===== src/rtl/qnt_pkg.sv =====
package qnt_pkg;
    typedef enum logic {
        RND_TRUNC = 1'b0,
        RND_NEAR  = 1'b1
    } rnd_mode_e;
endpackage


===== src/rtl/qnt_round.sv =====
module qnt_round #(
    parameter int IN_W  = 16,
    parameter int SHIFT = 6,
    localparam int QW   = IN_W + 1 - SHIFT
) (
    input  logic [IN_W-1:0]   din,
    input  qnt_pkg::rnd_mode_e mode,
    output logic [QW-1:0]     q
);
    logic [IN_W:0] ext;
    assign ext = {din[IN_W-1], din};

    generate
        if (SHIFT > 0) begin : g_drop
            logic [IN_W:0]   half;
            logic [IN_W:0]   sum_near;
            logic            low_nz;
            logic [QW-1:0]   q_trunc;
            always_comb begin
                half     = '0;
                half[SHIFT-1] = 1'b1;
                sum_near = ext + half;
                low_nz   = |din[SHIFT-1:0];
                q_trunc  = ext[IN_W:SHIFT]
                         + {{(QW-1){1'b0}}, (din[IN_W-1] & low_nz)};
                if (mode == qnt_pkg::RND_NEAR) q = sum_near[IN_W:SHIFT];
                else                           q = q_trunc;
            end
        end else begin : g_keep
            assign q = ext;
        end
    endgenerate
endmodule


===== src/rtl/qnt_clamp.sv =====
module qnt_clamp #(
    parameter int QW    = 11,
    parameter int OUT_W = 8,
    localparam int HW   = QW - OUT_W + 1
) (
    input  logic [QW-1:0]    q,
    output logic [OUT_W-1:0] y,
    output logic             ovf
);
    localparam logic [OUT_W-1:0] MAX_C = {1'b0, {(OUT_W-1){1'b1}}};
    localparam logic [OUT_W-1:0] MIN_C = {1'b1, {(OUT_W-1){1'b0}}};

    logic [HW-1:0] head;
    always_comb begin
        head = q[QW-1:OUT_W-1];
        ovf  = ~((&head) | ~(|head));
        if (ovf) y = q[QW-1] ? MIN_C : MAX_C;
        else     y = q[OUT_W-1:0];
    end
endmodule


===== src/rtl/qnt_requant.sv =====
module qnt_requant #(
    parameter int IN_W    = 16,
    parameter int IN_INT  = 4,
    parameter int OUT_W   = 8,
    parameter int OUT_INT = 2
) (
    input  logic             clk,
    input  logic             rst_n,
    input  logic             in_valid,
    input  logic [IN_W-1:0]  in_data,
    input  logic             round_en,
    output logic             out_valid,
    output logic [OUT_W-1:0] out_data,
    output logic             out_ovf
);
    localparam int IN_FRAC  = IN_W - IN_INT;
    localparam int OUT_FRAC = OUT_W - OUT_INT;
    localparam int SHIFT    = IN_FRAC - OUT_FRAC;
    localparam int QW       = IN_W + 1 - SHIFT;
    localparam logic [OUT_W-1:0] MAX_C = {1'b0, {(OUT_W-1){1'b1}}};
    localparam logic [OUT_W-1:0] MIN_C = {1'b1, {(OUT_W-1){1'b0}}};

    typedef struct packed {
        logic             vld;
        logic             ovf;
        logic [OUT_W-1:0] data;
    } state_t;

    state_t st_d, st_q;

    logic [QW-1:0]    q_w;
    logic [OUT_W-1:0] y_w;
    logic             ovf_w;
    qnt_pkg::rnd_mode_e mode_w;

    assign mode_w = round_en ? qnt_pkg::RND_NEAR : qnt_pkg::RND_TRUNC;

    qnt_round #(.IN_W(IN_W), .SHIFT(SHIFT)) u_round (
        .din (in_data),
        .mode(mode_w),
        .q   (q_w)
    );

    qnt_clamp #(.QW(QW), .OUT_W(OUT_W)) u_clamp (
        .q  (q_w),
        .y  (y_w),
        .ovf(ovf_w)
    );

    always_comb begin
        st_d     = st_q;
        st_d.vld = in_valid;
        st_d.ovf = 1'b0;
        if (in_valid) begin
            st_d.data = y_w;
            st_d.ovf  = ovf_w;
        end
    end

    always_ff @(posedge clk) begin
        if (!rst_n) st_q <= '0;
        else        st_q <= st_d;
    end

    assign out_valid = st_q.vld;
    assign out_data  = st_q.data;
    assign out_ovf   = st_q.ovf;

    AST_LATENCY: assert property (@(posedge clk) disable iff (!rst_n)
        out_valid == $past(in_valid));
    AST_OVF_POS: assert property (@(posedge clk) disable iff (!rst_n)
        (out_ovf && !$past(in_data[IN_W-1])) |-> out_data == MAX_C);
    AST_OVF_NEG: assert property (@(posedge clk) disable iff (!rst_n)
        (out_ovf && $past(in_data[IN_W-1])) |-> out_data == MIN_C);
    AST_ZERO_IN: assert property (@(posedge clk) disable iff (!rst_n)
        ($past(in_valid) && $past(in_data) == '0) |-> (out_data == '0 && !out_ovf));
    AST_OVF_GATED: assert property (@(posedge clk) disable iff (!rst_n)
        !out_valid |-> !out_ovf);
    AST_HOLD: assert property (@(posedge clk) disable iff (!rst_n)
        !$past(in_valid) |-> $stable(out_data));
endmodule


===== config.mk =====
export PLATFORM = sky130hd
export DESIGN_NAME = qnt_requant
export DESIGN_NICKNAME = d
export VERILOG_FILES = /design/src/rtl/qnt_pkg.sv /design/src/rtl/qnt_round.sv /design/src/rtl/qnt_clamp.sv /design/src/rtl/qnt_requant.sv
export SDC_FILE = /design/constraint.sdc
export NUM_CORES = 1
export LEC_CHECK = 0
export BUFFER_PORTS_ARGS = -buffer_cell sky130_fd_sc_hd__buf_2
export CAP_MARGIN = 20
export CORE_MARGIN = 1.5
export CORE_UTILIZATION = 50
export CTS_CLUSTER_DIAMETER = 40
export CTS_CLUSTER_SIZE = 25
export DETAILED_ROUTE_END_ITERATION = 10
export PLACE_DENSITY = 0.79
export SETUP_SLACK_MARGIN = 0.4
export SLEW_MARGIN = 20
export SYNTH_ARGS = -nofsm -noshare
export SYNTH_HDL_FRONTEND = slang
export SYNTH_SLANG_ARGS = --single-unit

===== constraint.sdc =====
create_clock -name clk -period 6.63 [get_ports clk]
set_input_delay 0.663 -clock clk [delete_from_list [all_inputs] [get_ports clk]]
set_output_delay 0.663 -clock clk [all_outputs]
set_load 0.05 [all_outputs]

Yosys cells after proc, flatten, opt, wreduce, memory -nomap -nowiden
Index checks and enable logic that the tools add are counted.
- memory bits (read-only): 0
- memories kept: 0
- logic and storage cells: 17
- memory bits (writable): 0
- bits in latches: 0
- register bits after elaboration: 10
- bits of input ports: 20
- multiplexer cells: 4
- equality and inequality tests: 0
- shift operators: 0
- bitwise gates (word level): 4
- multipliers: 0
- reductions and logical operators: 4
- $lt $le $gt $ge: 0
- add/sub/neg operators: 2
- divide/modulo/power cells: 0
- operators by type and width (operator ; number):
    adder 16 x 7 -> 17 bit, second input constant ; 1
    two-way mux 8 bit ; 2
    adder 10 x 2 -> 11 bit ; 1
    two-way mux 11 bit ; 1
    OR reduction 6 bit ; 1
    AND reduction 4 bit ; 1
    OR reduction 4 bit ; 1
    NOT 1 bit ; 2
    AND reduction 2 bit ; 1
    bitwise AND 1 bit ; 1
    two-way mux 1 bit ; 1
    bitwise OR 1 bit ; 1

Longest topological paths before layout
Gate-level depths: netlist (run 1).
- depth in word-level cells: 8
- gate-level depth with buffers: 10
- gate-level depth less buffers: 10

Cells and area by module
A second synthesis (run 1) with hierarchy kept.
- cells, all modules: 96
- area total of the unflattened synthesis: 834.6 um^2
- by module, submodules not included (module ; area each (um^2) ; times used ; cells an instance ; seq. area each (um^2)):
    qnt_requant ; 356.6 ; 1 ; 29 ; 200.2
    qnt_round ; 276.5 ; 1 ; 37 ; 0.0
    qnt_clamp ; 201.4 ; 1 ; 30 ; 0.0

Worst setup path after synthesis (run 1)
Ideal clock, no wire load.
- path kind: input to register
- start point: input in_data[1]
- end point: register st_q, in the netlist out_data[5]
- path buffers: 0
- required time: 6.498 ns
- stages on the path: 10
- data arrival time: 2.951 ns
- library setup time: 0.132 ns
- path slack: 3.547 ns
- path through: or4_1 o31a_1 ha_1 ha_1 and2b_4 o21ai_1 a311oi_2 nor2_2 nor3b_4 a211oi_2
- word-level cells in the longest chain between the ends: 8
- elaborated cells on any way between the ends: 11
- RTL lines (element ; RTL line ; source):
    start: declaration ; qnt_requant.sv:10 ; input logic [IN_W-1:0] in_data,
    OR reduction 6 bit ; qnt_round.sv:23 ; low_nz = |din[SHIFT-1:0];
    bitwise AND 1 bit ; qnt_round.sv:25 ; + {{(QW-1){1'b0}}, (din[IN_W-1] & low_nz)};
    adder 10 x 2 -> 11 bit ; qnt_round.sv:25 ;
    two-way mux 11 bit (*) ; qnt_round.sv:26 ; if (mode == qnt_pkg::RND_NEAR) q = sum_near[IN_W:SHIFT];
    OR reduction 4 bit ; qnt_clamp.sv:16 ; ovf = ~((&head) | ~(|head));
    NOT 1 bit ; qnt_clamp.sv:16 ;
    bitwise OR 1 bit ; qnt_clamp.sv:16 ;
    two-way mux 8 bit (*) ; qnt_clamp.sv:17 ; if (ovf) y = q[QW-1] ? MIN_C : MAX_C;
    end signal: assignment ; qnt_requant.sv:62 ; else st_q <= st_d;
    end: declaration ; qnt_requant.sv:29 ; state_t st_d, st_q;
Mark *: on every way between the ends. The rest lies on a longest branch, timed or not.
A chain may end at the register's enable or synchronous reset.

Final worst setup path (run 1)
- start point: input in_data[1]
- end point: register st_q, in the netlist out_data[1]
The elaborated chain is that of the path after synthesis.

==> results of run 1 <==
==> flip-flops by register name, indices dropped and copies added (netlist names) <==
name,flops
out_ovf,1
out_valid,1
out_data,8
==> kinds of logic after synthesis <==
kind of cell / share of synthesized area
buffers and inverters: 0.03935
multiplexers: 0.03114
flip-flops: 0.2623
adder cells (fa/ha/maj): 0.04919
AO/OA/AOI/OAI: 0.3115
XOR/XNOR: 0.05739
AND/OR/NAND/NOR: 0.2492
==> power by group through the flow <==
stage | combinational [mW] | clock [mW] | sequential [mW]
detailed placement | 0.0566 | 0 | 0.0678
global placement | 0.0558 | 0 | 0.0676
finish | 0.0567 | 0.0575 | 0.0664
CTS | 0.0567 | 0.0587 | 0.0664
global route | 0.0613 | 0.0603 | 0.0669
floorplan | 0.0235 | 0 | 0.0841
==> critical path: stages <==
cell and delay (ps):
buf_2 90, or4_1 510, o31a_1 250, ha_1 210
ha_1 180, and2b_4 160, o21ai_1 260, a311oi_2 150
nor2_2 310, nor3b_4 380, a211oi_1 90
==> how the worst max path moves through the flow <==
| stage | end | slack, ps |
|---|---|---|
| finish | out_data[1] | 3540 |
| global route | out_data[0] | 3300 |
| CTS | out_data[1] | 3550 |
| detailed placement | out_data[5] | 3250 |
| global placement | out_data[0] | 3310 |
| floorplan | out_data[5] | 3550 |
==> final cells by class <==
type	count	area, sq um
multi-input cells	69	533.0
fillers	123	425.4
flip-flops and latches	10	200.2
repair buffers	29	145.1
clock buffers	4	36.28
well taps	15	18.77
inverters	2	7.507
==> layer usage <==
layer | vias to the layer above | global-route usage
li1 | 383 | -
met4 | 0 | 0.1188
met5 | - | 0
met2 | 20 | 0.3750
met1 | 359 | 0.2448
met3 | 6 | 0.06466
==> layout by cell type, fill, tap and decap left out, types with 2 or more instances in the layout <==
master     n
a211oi_1   5
buf_2     29
clkbuf_4   3
dfxtp_1   10
ha_1       3
inv_1      2
nand2_1    4
nand3_1    2
nor2_1     4
nor3_1     5
o21ai_0   10
o21ai_1    2
or4_1      2
xnor2_1    3
xor2_1     2
==> stage by stage <==
stage               std cells  power (mW)  worst slack [ps]
CTS                       129      0.1818              3549
floorplan                  83      0.1076              3547
detailed placement        125      0.1244              3253
global placement          125      0.1234              3306
finish                    129      0.1807              3537
global route              129      0.1885              3301
==> flow_summary.html, run 1 <==
<table>
<tr><th>Metric</th><th>Value</th></tr>
<tr><th colspan="2">Outcome</th></tr>
<tr><td>Run status</td><td>complete, no violations</td></tr>
<tr><th colspan="2">GRT</th></tr>
<tr><td>Aggregate global-route resource usage</td><td>0.2202</td></tr>
<tr><td>Maximum number of pins on one net before global-route repair</td><td>12</td></tr>
<tr><td>Global-route wire length before repair</td><td>2960 um</td></tr>
<tr><td>Initial antenna violation count</td><td>0</td></tr>
<tr><td>Total congestion overflow</td><td>0</td></tr>
<tr><td>Via count of the first global-routing pass</td><td>707</td></tr>
<tr><th colspan="2">Routing</th></tr>
<tr><td>Met1 wire length</td><td>775 um</td></tr>
<tr><td>Wire per inst</td><td>13.81 um</td></tr>
<tr><td>Post-DR vias/cell</td><td>5.953</td></tr>
<tr><td>WL final</td><td>1781 um</td></tr>
<tr><td>Count of TritonRoute iterations in the first routing pass</td><td>4</td></tr>
<tr><td>Met3 Wirelength</td><td>82 um</td></tr>
<tr><td>Vias post-DR</td><td>768</td></tr>
<tr><td>Number of routed nets with antenna violations</td><td>0</td></tr>
<tr><td>Met2 routed wirelength</td><td>872 um</td></tr>
<tr><td>Violation count after the first detailed-route iteration</td><td>5</td></tr>
<tr><td>DR top layer</td><td>met4</td></tr>
<tr><td>DRC</td><td>0</td></tr>
<tr><th colspan="2">Clock network</th></tr>
<tr><td>Hold bufs inserted after CTS</td><td>0</td></tr>
<tr><td>Library cell used as clock root buffer</td><td>clkbuf_4</td></tr>
<tr><td>Source-to-sink clock delay at the later pin of the worst-skew pair</td><td>280 ps</td></tr>
<tr><td>Htree depth</td><td>1</td></tr>
<tr><td>Number of buffers inserted during clock tree synthesis</td><td>3</td></tr>
<tr><td>Post-CTS Setup Inserts</td><td>0</td></tr>
<tr><td>Clock transition at the registers of the reported paths</td><td>70 ps</td></tr>
<tr><td>Clk sink count</td><td>10</td></tr>
<tr><td>Number of gates resized after CTS</td><td>0</td></tr>
<tr><td>CTS tree</td><td>done</td></tr>
<tr><td>Buffer depth of the longest clock path</td><td>2</td></tr>
<tr><th colspan="2">Timing</th></tr>
<tr><td>Post-route clock period utilization</td><td>0.4666</td></tr>
<tr><td>Final Slew Violations</td><td>0</td></tr>
<tr><td>Setup Total Neg Slack</td><td>0 ps</td></tr>
<tr><td>Max frequency</td><td>323.3 MHz</td></tr>
<tr><td>Setup Viol. Count Final</td><td>0</td></tr>
<tr><td>Post-route minimum period</td><td>3093 ps</td></tr>
<tr><td>Worst hold slack after final layout</td><td>475.3 ps</td></tr>
<tr><td>Transition time of the tightest slew-check pin</td><td>464.6 ps</td></tr>
<tr><td>Post-Route Skew</td><td>0 ps</td></tr>
<tr><td>Setup repair after global routing missed its margin</td><td>no</td></tr>
<tr><td>Count of endpoints failing hold in the final timing report</td><td>0</td></tr>
<tr><td>Slew margin rel.</td><td>0.6891</td></tr>
<tr><th colspan="2">Yosys</th></tr>
<tr><td>Avg Synthesized Cell Area</td><td>9.196 sq um</td></tr>
<tr><td>Synth area leaders</td><td>dfxtp_1, o21ai_0, a211oi_1</td></tr>
<tr><td>Portion of the post-synthesis area used by sequential elements</td><td>0.2623</td></tr>
<tr><td>Synth Net Count</td><td>106</td></tr>
<tr><td>Flip-flop and latch count after synthesis</td><td>10</td></tr>
<tr><td>Number of enable flip-flop cells after synthesis</td><td>0</td></tr>
<tr><td>Gate Count Post-Synth</td><td>83</td></tr>
<tr><td>Async set-reset flop share out of synthesis</td><td>0</td></tr>
<tr><td>Cell types with the highest counts after synthesis</td><td>dfxtp_1, o21ai_0, a211oi_1, nor3_1</td></tr>
<tr><td>Leading register cell type out of synthesis</td><td>dfxtp_1</td></tr>
<tr><td>Cell type with the highest aggregate area in the netlist</td><td>dfxtp_1</td></tr>
<tr><td>Number of warnings issued by yosys</td><td>0</td></tr>
<tr><td>Fraction of synthesized cell area taken by the top area cell type</td><td>0.2623</td></tr>
<tr><td>Mapped Area</td><td>763.2 sq um</td></tr>
<tr><td>Number of unique standard cell types used by synthesis</td><td>42</td></tr>
<tr><th colspan="2">Floorplanning</th></tr>
<tr><td>Number of rows in the core area</td><td>13</td></tr>
<tr><td>Std-Cell Core Area</td><td>1366 sq um</td></tr>
<tr><td>Die area</td><td>1770 sq um</td></tr>
<tr><td>Initial Utilization</td><td>0.5586</td></tr>
<tr><td>Horizontal die dimension</td><td>42.07 um</td></tr>
<tr><td>I/O pin count</td><td>30</td></tr>
<tr><td>Die height</td><td>42.07 um</td></tr>
<tr><th colspan="2">Placed design</th></tr>
<tr><td>Final weighted congestion of routability-driven global placement</td><td>0.8292</td></tr>
<tr><td>HPWL reported at the end of detailed placement</td><td>1424 um</td></tr>
<tr><td>Input/output buffers</td><td>29</td></tr>
<tr><td>Standard cell area after detailed placement</td><td>904.6 sq um</td></tr>
<tr><th colspan="2">Setup path</th></tr>
<tr><td>Worst Setup Start Kind</td><td>input port</td></tr>
<tr><td>Register-to-register setup slack</td><td>5900 ps</td></tr>
<tr><td>Critical path data required time</td><td>6780 ps</td></tr>
<tr><td>Reg2reg path depth</td><td>2</td></tr>
<tr><td>Reg2Reg Capture Point</td><td>out_data[1]</td></tr>
<tr><td>Arrival time of data at the critical path endpoint</td><td>3240 ps</td></tr>
<tr><td>Setup CP Type</td><td>input port to register</td></tr>
<tr><td>Highest net fanout along the worst path</td><td>8</td></tr>
<tr><td>Crit path capture type</td><td>register</td></tr>
<tr><td>Worst flop-to-flop path startpoint</td><td>out_data[1]</td></tr>
<tr><td>CP Launch Point</td><td>in_data[1]</td></tr>
<tr><th colspan="2">Power</th></tr>
<tr><td>Share of total power in sequential cells</td><td>0.368</td></tr>
<tr><td>Maximum resistive drop on vdd</td><td>111.9 uV</td></tr>
<tr><td>P per Cell Area</td><td>192.0 nW/um^2</td></tr>
<tr><td>Logic pwr share</td><td>0.314</td></tr>
<tr><td>Design internal power</td><td>117.0 uW</td></tr>
<tr><td>Clock network fraction of total power</td><td>0.318</td></tr>
<tr><td>Switching part of the total</td><td>0.3526</td></tr>
<tr><td>Switching power of the nets</td><td>63.70 uW</td></tr>
<tr><td>Static leakage power</td><td>0.3862 nW</td></tr>
<tr><th colspan="2">Cells and area</th></tr>
<tr><td>Share of layout cells above drive strength 1</td><td>0.3947</td></tr>
<tr><td>Cell area after layout</td><td>940.9 sq um</td></tr>
<tr><td>Number of nets in the final layout</td><td>138</td></tr>
<tr><td>Total inserted antenna cells</td><td>0</td></tr>
<tr><td>Area Growth Syn to Fin</td><td>23.28%</td></tr>
<tr><td>Fin util</td><td>0.6886</td></tr>
<tr><th colspan="2">Hold path</th></tr>
<tr><td>Cell depth of the worst min-delay path</td><td>2</td></tr>
<tr><td>Kind of path behind the tightest hold check</td><td>register to register</td></tr>
<tr><td>Endpoint with the worst hold slack</td><td>out_data[7]</td></tr>
<tr><td>Hold_sp</td><td>out_data[7]</td></tr>
<tr><th colspan="2">Job</th></tr>
<tr><td>Total of max-cap violations</td><td>0</td></tr>
</table>
(Power assumes the default switching activity.)
==> inputs of run 2 (changes only) <==
Settings changed: CORE_UTILIZATION 50 to 42, PLACE_DENSITY 0.79 to 0.7.
Clock period 6.63 ns to 2.7 ns, I/O delays scaled along.
==> run 2 against run 1 <==
  * Sequential share of layout area decreased by 1.9 points
  * Sequential cell count unchanged
  * Combinational power increased to 2.6 times the previous value
  * Utilization decreased by 8.4 points
==> flow_summary.html, run 2 (synthesis results as in run 1) <==
<table>
<tr><th>Metric</th><th>Value</th></tr>
<tr><th colspan="2">Placed design</th></tr>
<tr><td>Instance count after placement with tap cells included</td><td>139 (+11%)</td></tr>
<tr><td>HPWL reported at the end of detailed placement</td><td>1399 um (-1.7%)</td></tr>
<tr><td>Final weighted congestion of routability-driven global placement</td><td>0.7363 (-11%)</td></tr>
<tr><td>Input/output buffers</td><td>29 (unchanged)</td></tr>
<tr><td>Standard cell area after detailed placement</td><td>955.9 sq um (+5.7%)</td></tr>
<tr><th colspan="2">GRT</th></tr>
<tr><td>Maximum number of pins on one net before global-route repair</td><td>12 (unchanged)</td></tr>
<tr><td>Initial antenna violation count</td><td>0 (unchanged)</td></tr>
<tr><td>Aggregate global-route resource usage</td><td>0.2026 (-0.01764)</td></tr>
<tr><td>Total congestion overflow</td><td>0 (unchanged)</td></tr>
<tr><td>Via count of the first global-routing pass</td><td>761 (+7.6%)</td></tr>
<tr><td>Global-route wire length before repair</td><td>3063 um (+3.5%)</td></tr>
<tr><th colspan="2">Timing</th></tr>
<tr><td>Post-route clock period utilization</td><td>0.9082</td></tr>
<tr><td>Setup Total Neg Slack</td><td>0 ps (unchanged)</td></tr>
<tr><td>Count of endpoints failing hold in the final timing report</td><td>0 (unchanged)</td></tr>
<tr><td>Post-route minimum period</td><td>2452 ps</td></tr>
<tr><td>Slew margin rel.</td><td>0.7425 (+0.05342)</td></tr>
<tr><td>Post-Route Skew</td><td>0 ps (unchanged)</td></tr>
<tr><td>Final Slew Violations</td><td>0 (unchanged)</td></tr>
<tr><td>Worst hold slack after final layout</td><td>319.3 ps (-156.0 ps)</td></tr>
<tr><td>Transition time of the tightest slew-check pin</td><td>382.2 ps (-82.45 ps)</td></tr>
<tr><td>Setup Viol. Count Final</td><td>0 (unchanged)</td></tr>
<tr><td>Max frequency</td><td>407.8 MHz</td></tr>
<tr><td>Setup repair after global routing missed its margin</td><td>yes</td></tr>
<tr><th colspan="2">Cells and area</th></tr>
<tr><td>Total area of sequential cells</td><td>200.2 sq um (unchanged)</td></tr>
<tr><td>Leading cell type in the layout, fill and taps excluded</td><td>buf_2</td></tr>
<tr><td>Number of nets in the final layout</td><td>144 (+4.3%)</td></tr>
<tr><td>Flip-flop count of the largest register, all copies and words added</td><td>8 (unchanged)</td></tr>
<tr><td>Total inserted antenna cells</td><td>0 (unchanged)</td></tr>
<tr><td>Share of layout cells above drive strength 1</td><td>0.4667 (+0.07193)</td></tr>
<tr><td>Cell area after layout</td><td>1032 sq um (+9.7%)</td></tr>
<tr><td>Most used cells in the layout excluding fill and tap cells</td><td>buf_2, dfxtp_1, o21ai_0</td></tr>
<tr><td>Total area of multi-input combinational cells</td><td>560.5 sq um (+5.2%)</td></tr>
<tr><td>Layout Cells excl Fill</td><td>145 (+12%)</td></tr>
<tr><td>Number of filler cells placed in the layout</td><td>156 (+27%)</td></tr>
<tr><td>Area Growth Syn to Fin</td><td>35.25%</td></tr>
<tr><th colspan="2">Routing</th></tr>
<tr><td>Count of TritonRoute iterations in the first routing pass</td><td>4 (unchanged)</td></tr>
<tr><td>Vias post-DR</td><td>778 (+1.3%)</td></tr>
<tr><td>Wire per inst</td><td>12.15 um (-12%)</td></tr>
<tr><td>Violation count after the first detailed-route iteration</td><td>12 (+7)</td></tr>
<tr><td>Number of routed nets with antenna violations</td><td>0 (unchanged)</td></tr>
<tr><td>DRC</td><td>0 (unchanged)</td></tr>
<tr><td>WL final</td><td>1762 um (-1.1%)</td></tr>
<tr><td>Post-DR vias/cell</td><td>5.366 (-9.9%)</td></tr>
<tr><th colspan="2">Setup path</th></tr>
<tr><td>Crit path capture type</td><td>register</td></tr>
<tr><td>Count of buffering cells on the critical path with inverters included</td><td>1 (unchanged)</td></tr>
<tr><td>Ordered list of cells on the worst path</td><td>buf_6 -&gt; or4_4 -&gt; o31a_1 -&gt; ha_2 -&gt; ha_4 -&gt; and2b_4 -&gt; o21a_1 -&gt; or3_4 -&gt; a31oi_4 -&gt; nor3b_4 -&gt; a211oi_1</td></tr>
<tr><td>Arrival time of data at the critical path endpoint</td><td>2640 ps (-600 ps)</td></tr>
<tr><td>Top Family by Delay on Critical Path</td><td>simple AND/OR/NAND/NOR gates</td></tr>
<tr><td>Max stage delay on crit path</td><td>510 ps (about the same)</td></tr>
<tr><td>Highest net fanout along the worst path</td><td>6 (-2)</td></tr>
<tr><td>Worst Setup Start Kind</td><td>input port</td></tr>
<tr><td>Critical path data required time</td><td>2880 ps (-3900 ps)</td></tr>
<tr><td>Reg2Reg Capture Point</td><td>out_data[1]</td></tr>
<tr><td>Register-to-register setup slack</td><td>1980 ps (-3920 ps)</td></tr>
<tr><td>Setup CP Type</td><td>input port to register</td></tr>
<tr><td>Slowest CP cell</td><td>or4_4</td></tr>
<tr><td>Worst flop-to-flop path startpoint</td><td>out_data[1]</td></tr>
<tr><td>Reg2reg path depth</td><td>2 (unchanged)</td></tr>
<tr><th colspan="2">Floorplanning</th></tr>
<tr><td>Number of rows in the core area</td><td>15 (+2)</td></tr>
<tr><td>Die height</td><td>45.63 um (+8.5%)</td></tr>
<tr><td>Std-Cell Core Area</td><td>1708 sq um (+25%)</td></tr>
<tr><td>Die area</td><td>2082 sq um (+18%)</td></tr>
<tr><td>I/O pin count</td><td>30 (unchanged)</td></tr>
<tr><td>Initial Utilization</td><td>0.4469 (-0.1117)</td></tr>
<tr><td>Horizontal die dimension</td><td>45.63 um (+8.5%)</td></tr>
<tr><th colspan="2">Hold path</th></tr>
<tr><td>Kind of path behind the tightest hold check</td><td>input port to register</td></tr>
<tr><td>Hold_sp</td><td>rst_n</td></tr>
<tr><td>Cell depth of the worst min-delay path</td><td>2 (unchanged)</td></tr>
<tr><td>Endpoint with the worst hold slack</td><td>out_data[7]</td></tr>
<tr><th colspan="2">Clock network</th></tr>
<tr><td>Number of buffers inserted during clock tree synthesis</td><td>3 (unchanged)</td></tr>
<tr><td>Source-to-sink clock delay at the later pin of the worst-skew pair</td><td>270 ps (about the same)</td></tr>
<tr><td>CTS tree</td><td>done</td></tr>
<tr><td>Buffer depth of the longest clock path</td><td>2 (unchanged)</td></tr>
<tr><td>Clk sink count</td><td>10 (unchanged)</td></tr>
<tr><td>Library cell used as clock root buffer</td><td>clkbuf_4</td></tr>
<tr><td>Clock transition at the registers of the reported paths</td><td>70 ps (about the same)</td></tr>
<tr><td>Hold bufs inserted after CTS</td><td>0 (unchanged)</td></tr>
<tr><td>Htree depth</td><td>1 (unchanged)</td></tr>
<tr><th colspan="2">Power</th></tr>
<tr><td>Total chip power</td><td>450.9 uW (+150%)</td></tr>
<tr><td>Maximum resistive drop on vdd</td><td>354.9 uV (+220%)</td></tr>
<tr><td>Static leakage power</td><td>0.4197 nW (+8.7%)</td></tr>
<tr><td>P per Cell Area</td><td>436.8 nW/um^2 (+130%)</td></tr>
<tr><th colspan="2">Outcome</th></tr>
<tr><td>Run status</td><td>complete, no violations</td></tr>
<tr><th colspan="2">Job</th></tr>
<tr><td>Total of max-cap violations</td><td>0 (unchanged)</td></tr>
</table>
[run 2: layout make-up]
type | instances | share of cell area
multi-input cells | 69 | 0.5430
flip-flops and latches | 10 | 0.1939
inverters | 2 | 0.007273
well taps | 25 | 0.03030
clock buffers | 4 | 0.03515
repair buffers | 35 | 0.1903
[run 2: power by group]
part | total, mW | switching [mW] | internal (mW) | leakage (nW)
Combinational | 0.150 | 0.0962 | 0.0539 | 0.316
Sequential | 0.164 | 0.00469 | 0.159 | 0.0829
Clock | 0.137 | 0.0552 | 0.0820 | 0.0210
Total | 0.451 | 0.156 | 0.295 | 0.420
[run 2: layer usage]
layer	vias to the layer above	wire, um	global-route usage
met5	-	0	0
met1	359	751	0.2206
met4	0	0	0.03529
met2	22	930	0.3746
li1	397	-	-
met3	0	80	0.07143
[run 2: how the worst max path moves through the flow]
| stage | slack (ps) | end | cells after the start | from |
|---|---|---|---|---|
| 4_1_cts | 260 | out_data[0] | 11 | in_data[1] |
| 5_1_grt | 140 | out_data[0] | 11 | in_data[1] |
| 3_3_place_gp | -10 | out_data[5] | 11 | in_data[1] |
| 6_report | 250 | out_data[1] | 11 | in_data[1] |
| 3_5_place_dp | -40 | out_data[4] | 11 | in_data[1] |
| 2_1_floorplan | 120 | out_data[5] | 10 | in_data[1] |
[run 2: timing repair]
action / 4_1_cts / 5_1_grt
hold endpoints to repair: 0 / 0
setup endpoints to repair: 7 / 8
gates resized for setup: 3 / 2
setup buffers: 1 / 1
pin swaps: 1 / 0
[run 2: through the flow]
| stage | worst slack (ps) | util |
|---|---|---|
| after floorplan | 124.8 | - |
| after global placement | -14.07 | 0.5597 |
| after detailed placement | -43.23 | 0.5597 |
| after CTS | 255.4 | 0.5978 |
| after global routing | 144.8 | 0.6044 |
| final | 247.9 | 0.6044 |
==> inputs of run 3 (changes only) <==
Settings changed: CORE_UTILIZATION 42 to 43, PLACE_DENSITY 0.7 to 0.71, SYNTH_HIERARCHICAL from default to 1.
==> run 3 against run 2 <==
  * Via count increased by 3.1%
  * Sequential cell count unchanged
  * Count of clock-buffer cells in the layout decreased by 1
  * Largest cell class unchanged
  * Critical path type unchanged
  * First-iteration DRC count decreased by 25%
  * Sequential share of layout area decreased by 0.093 points
==> flow_summary.html, run 3 <==
<table>
<tr><th>Metric</th><th>Value</th></tr>
<tr><th colspan="2">Power</th></tr>
<tr><td>Static leakage power</td><td>0.4798 nW (+14%)</td></tr>
<tr><td>P per Cell Area</td><td>389.7 nW/um^2 (-11%)</td></tr>
<tr><td>Maximum resistive drop on vdd</td><td>328.8 uV (-7.3%)</td></tr>
<tr><td>Total chip power</td><td>404.2 uW (-10%)</td></tr>
<tr><th colspan="2">Routing</th></tr>
<tr><td>Post-DR vias/cell</td><td>5.347 (-0.35%)</td></tr>
<tr><td>Violation count after the first detailed-route iteration</td><td>9 (-3)</td></tr>
<tr><td>WL final</td><td>1819 um (+3.2%)</td></tr>
<tr><td>Count of TritonRoute iterations in the first routing pass</td><td>4 (unchanged)</td></tr>
<tr><td>Wire per inst</td><td>12.13 um (-0.21%)</td></tr>
<tr><td>Number of routed nets with antenna violations</td><td>0 (unchanged)</td></tr>
<tr><td>DRC</td><td>0 (unchanged)</td></tr>
<tr><td>Vias post-DR</td><td>802 (+3.1%)</td></tr>
<tr><th colspan="2">Cells and area</th></tr>
<tr><td>Share of layout cells above drive strength 1</td><td>0.3680 (-0.09867)</td></tr>
<tr><td>Number of nets in the final layout</td><td>150 (+4.2%)</td></tr>
<tr><td>Flip-flop count of the largest register, all copies and words added</td><td>8 (unchanged)</td></tr>
<tr><td>Total inserted antenna cells</td><td>0 (unchanged)</td></tr>
<tr><td>Leading cell type in the layout, fill and taps excluded</td><td>buf_2</td></tr>
<tr><td>Most used cells in the layout excluding fill and tap cells</td><td>buf_2, dfxtp_1, mux2i_1, nor2b_1, nor4_1</td></tr>
<tr><td>Layout Cells excl Fill</td><td>150 (+3.4%)</td></tr>
<tr><td>Area Growth Syn to Fin</td><td>24.29%</td></tr>
<tr><th colspan="2">Clock network</th></tr>
<tr><td>Number of buffers inserted during clock tree synthesis</td><td>3 (unchanged)</td></tr>
<tr><td>Hold bufs inserted after CTS</td><td>0 (unchanged)</td></tr>
<tr><td>CTS tree</td><td>done</td></tr>
<tr><td>Source-to-sink clock delay at the later pin of the worst-skew pair</td><td>260 ps (about the same)</td></tr>
<tr><td>Clk sink count</td><td>10 (unchanged)</td></tr>
<tr><td>Buffer depth of the longest clock path</td><td>2 (unchanged)</td></tr>
<tr><td>Library cell used as clock root buffer</td><td>clkbuf_4</td></tr>
<tr><td>Post-CTS Setup Inserts</td><td>0 (-1)</td></tr>
<tr><td>Htree depth</td><td>1 (unchanged)</td></tr>
<tr><td>Clock transition at the registers of the reported paths</td><td>60 ps (about the same)</td></tr>
<tr><th colspan="2">GRT</th></tr>
<tr><td>Aggregate global-route resource usage</td><td>0.1788 (-0.02378)</td></tr>
<tr><td>Initial antenna violation count</td><td>0 (unchanged)</td></tr>
<tr><td>Maximum number of pins on one net before global-route repair</td><td>17 (+5)</td></tr>
<tr><td>Total congestion overflow</td><td>0 (unchanged)</td></tr>
<tr><td>Global-route wire length before repair</td><td>2884 um (-5.8%)</td></tr>
<tr><td>Via count of the first global-routing pass</td><td>686 (-9.9%)</td></tr>
<tr><th colspan="2">Yosys</th></tr>
<tr><td>Mapped Area</td><td>834.6 sq um (+9.3%)</td></tr>
<tr><td>Number of warnings issued by yosys</td><td>6 (+6)</td></tr>
<tr><td>Number of enable flip-flop cells after synthesis</td><td>0 (unchanged)</td></tr>
<tr><td>Cell type with the highest aggregate area in the netlist</td><td>dfxtp_1</td></tr>
<tr><td>Async set-reset flop share out of synthesis</td><td>0 (unchanged)</td></tr>
<tr><td>Portion of the post-synthesis area used by sequential elements</td><td>0.2399 (-0.02242)</td></tr>
<tr><td>Most common cell in the netlist</td><td>dfxtp_1</td></tr>
<tr><td>Avg Synthesized Cell Area</td><td>8.693 sq um (-5.5%)</td></tr>
<tr><td>Number of unique standard cell types used by synthesis</td><td>28 (-33%)</td></tr>
<tr><td>Synth area leaders</td><td>dfxtp_1, mux2i_1, nor4_1</td></tr>
<tr><td>Fraction of synthesized cell area taken by the top area cell type</td><td>0.2399 (-0.02242)</td></tr>
<tr><td>Cell types with the highest counts after synthesis</td><td>dfxtp_1, nor4_1, mux2i_1, nor2b_1, nor3_1</td></tr>
<tr><td>Flip-flop and latch count after synthesis</td><td>10 (unchanged)</td></tr>
<tr><td>Synth Net Count</td><td>119 (+12%)</td></tr>
<tr><td>Gate Count Post-Synth</td><td>96 (+16%)</td></tr>
<tr><td>Leading register cell type out of synthesis</td><td>dfxtp_1</td></tr>
<tr><th colspan="2">Floorplanning</th></tr>
<tr><td>Initial Utilization</td><td>0.4681 (+0.02118)</td></tr>
<tr><td>Die height</td><td>47.06 um (+3.1%)</td></tr>
<tr><td>Die area</td><td>2214 sq um (+6.3%)</td></tr>
<tr><td>Std-Cell Core Area</td><td>1783 sq um (+4.4%)</td></tr>
<tr><td>Number of rows in the core area</td><td>15 (unchanged)</td></tr>
<tr><td>Horizontal die dimension</td><td>47.06 um (+3.1%)</td></tr>
<tr><td>I/O pin count</td><td>30 (unchanged)</td></tr>
<tr><th colspan="2">Setup path</th></tr>
<tr><td>Slowest CP cell</td><td>nor4_2</td></tr>
<tr><td>Register-to-register setup slack</td><td>2090 ps (+110 ps)</td></tr>
<tr><td>Ordered list of cells on the worst path</td><td>buf_2 -&gt; nor4_2 -&gt; a21oi_1 -&gt; ha_1 -&gt; ha_1 -&gt; nand2b_1 -&gt; a21oi_1 -&gt; a31oi_1 -&gt; buf_4 -&gt; a21boi_1 -&gt; nor3_1 -&gt; mux2i_1 -&gt; nor2b_1</td></tr>
<tr><td>Arrival time of data at the critical path endpoint</td><td>2330 ps (-310 ps)</td></tr>
<tr><td>Critical path data required time</td><td>2850 ps (-30 ps)</td></tr>
<tr><td>Count of buffering cells on the critical path with inverters included</td><td>2 (+1)</td></tr>
<tr><td>Setup CP Type</td><td>input port to register</td></tr>
<tr><td>Max stage delay on crit path</td><td>280 ps (-230 ps)</td></tr>
<tr><td>Top Family by Delay on Critical Path</td><td>compound AO/OA/AOI/OAI gates</td></tr>
<tr><td>Worst Setup Start Kind</td><td>input port</td></tr>
<tr><td>Crit path capture type</td><td>register</td></tr>
<tr><td>Highest net fanout along the worst path</td><td>10 (+4)</td></tr>
<tr><th colspan="2">Timing</th></tr>
<tr><td>Count of endpoints failing hold in the final timing report</td><td>0 (unchanged)</td></tr>
<tr><td>Transition time of the tightest slew-check pin</td><td>658.1 ps (+275.9 ps)</td></tr>
<tr><td>Post-Route Skew</td><td>0 ps (unchanged)</td></tr>
<tr><td>Final Slew Violations</td><td>0 (unchanged)</td></tr>
<tr><td>Crit path setup slack, layout</td><td>517.0 ps (+269.1 ps)</td></tr>
<tr><td>Worst hold slack after final layout</td><td>328.2 ps (+8.874 ps)</td></tr>
<tr><td>Slew margin rel.</td><td>0.5591 (-0.1834)</td></tr>
<tr><td>Setup Total Neg Slack</td><td>0 ps (unchanged)</td></tr>
<tr><td>Max frequency</td><td>458.1 MHz (+12%)</td></tr>
<tr><td>Post-route minimum period</td><td>2183 ps (-269.1 ps)</td></tr>
<tr><td>Setup repair after global routing missed its margin</td><td>no</td></tr>
<tr><td>Post-route clock period utilization</td><td>0.8085 (-0.09965)</td></tr>
<tr><td>Setup Viol. Count Final</td><td>0 (unchanged)</td></tr>
<tr><th colspan="2">Placed design</th></tr>
<tr><td>Pre-CTS setup slack</td><td>96.02 ps (+139.3 ps)</td></tr>
<tr><td>Input/output buffers</td><td>29 (unchanged)</td></tr>
<tr><td>Instance count after placement with tap cells included</td><td>147 (+5.8%)</td></tr>
<tr><td>Final weighted congestion of routability-driven global placement</td><td>0.8037 (+9.2%)</td></tr>
<tr><td>HPWL reported at the end of detailed placement</td><td>1387 um (-0.84%)</td></tr>
<tr><th colspan="2">Hold path</th></tr>
<tr><td>Kind of path behind the tightest hold check</td><td>input port to register</td></tr>
<tr><th colspan="2">Job</th></tr>
<tr><td>Total of max-cap violations</td><td>0 (unchanged)</td></tr>
<tr><th colspan="2">Outcome</th></tr>
<tr><td>Run status</td><td>complete, no violations</td></tr>
</table>
==> run 3: changes by cell type after synthesis, moves of 3 or more <==
cell,previous run,this run
nor2b_1,0,8
o21ai_0,10,0
a21oi_1,1,4
a21boi_1,0,6
nor4_1,0,9
mux2i_1,1,8
a211oi_1,5,0
==> run 3: metrics by stage <==
step / utilization / instance area, sq um
after floorplan: - / 834.6
after global placement: 0.5530 / 985.9
after detailed placement: 0.5530 / 985.9
after CTS: 0.5698 / 1016
after global routing: 0.5818 / 1037
final: 0.5818 / 1037
==> run 3: cells by family after synthesis <==
logic type	Yosys count	synth area share
adder cells (fa/ha/maj)	3	0.04498
buffers and inverters	7	0.06146
AND/OR/NAND/NOR	43	0.3088
flip-flops	10	0.2399
XOR/XNOR	9	0.09445
AO/OA/AOI/OAI	14	0.1274
multiplexers	10	0.1229
==> run 3: final timing paths <==
path,start,to,cells past startpoint
worst max register to register,out_data[6],out_data[6],2
worst min register to register,out_data[3],out_data[3],2
worst max-delay path,in_data[1],out_data[6],13
worst min-delay path,rst_n,out_data[0],2
==> run 3: timing repair <==
item                                   CTS  global route
pin swaps                                0             1
setup endpoints to repair                2             8
endpoints found under the hold margin    0             0
gates resized for setup                  1             3
gates cloned                             0             0
==> run 3: layout make-up <==
class,instances,area (sq um)
timing repair buffer,32,167.7
clock buffer,3,22.52
sequential,10,200.2
multi-input combinational,79,611.8
fill,173,745.7
tap,25,31.28
inverter,1,3.754
==> run 3: power breakdown <==
part / switching (mW) / internal, mW
registers: 0.00359 / 0.157
clock network: 0.0453 / 0.0512
logic: 0.0914 / 0.0558
total: 0.140 / 0.264
==> run 3: worst reg2reg max path, delay by kind of cell (launching register included) <==
family | cells | cell delay [ps]
and+or+nand+nor | 1 | 60
muxes | 1 | 130
DFF | 1 | 310
==> run 3: per-layer routing <==
layer / wire length, um / track usage / up-vias
met5: 0 / 0 / -
met4: 6 / 0.02222 / 0
met3: 85 / 0.05769 / 2
met2: 923 / 0.3096 / 18
met1: 803 / 0.2233 / 367
li1: - / - / 415
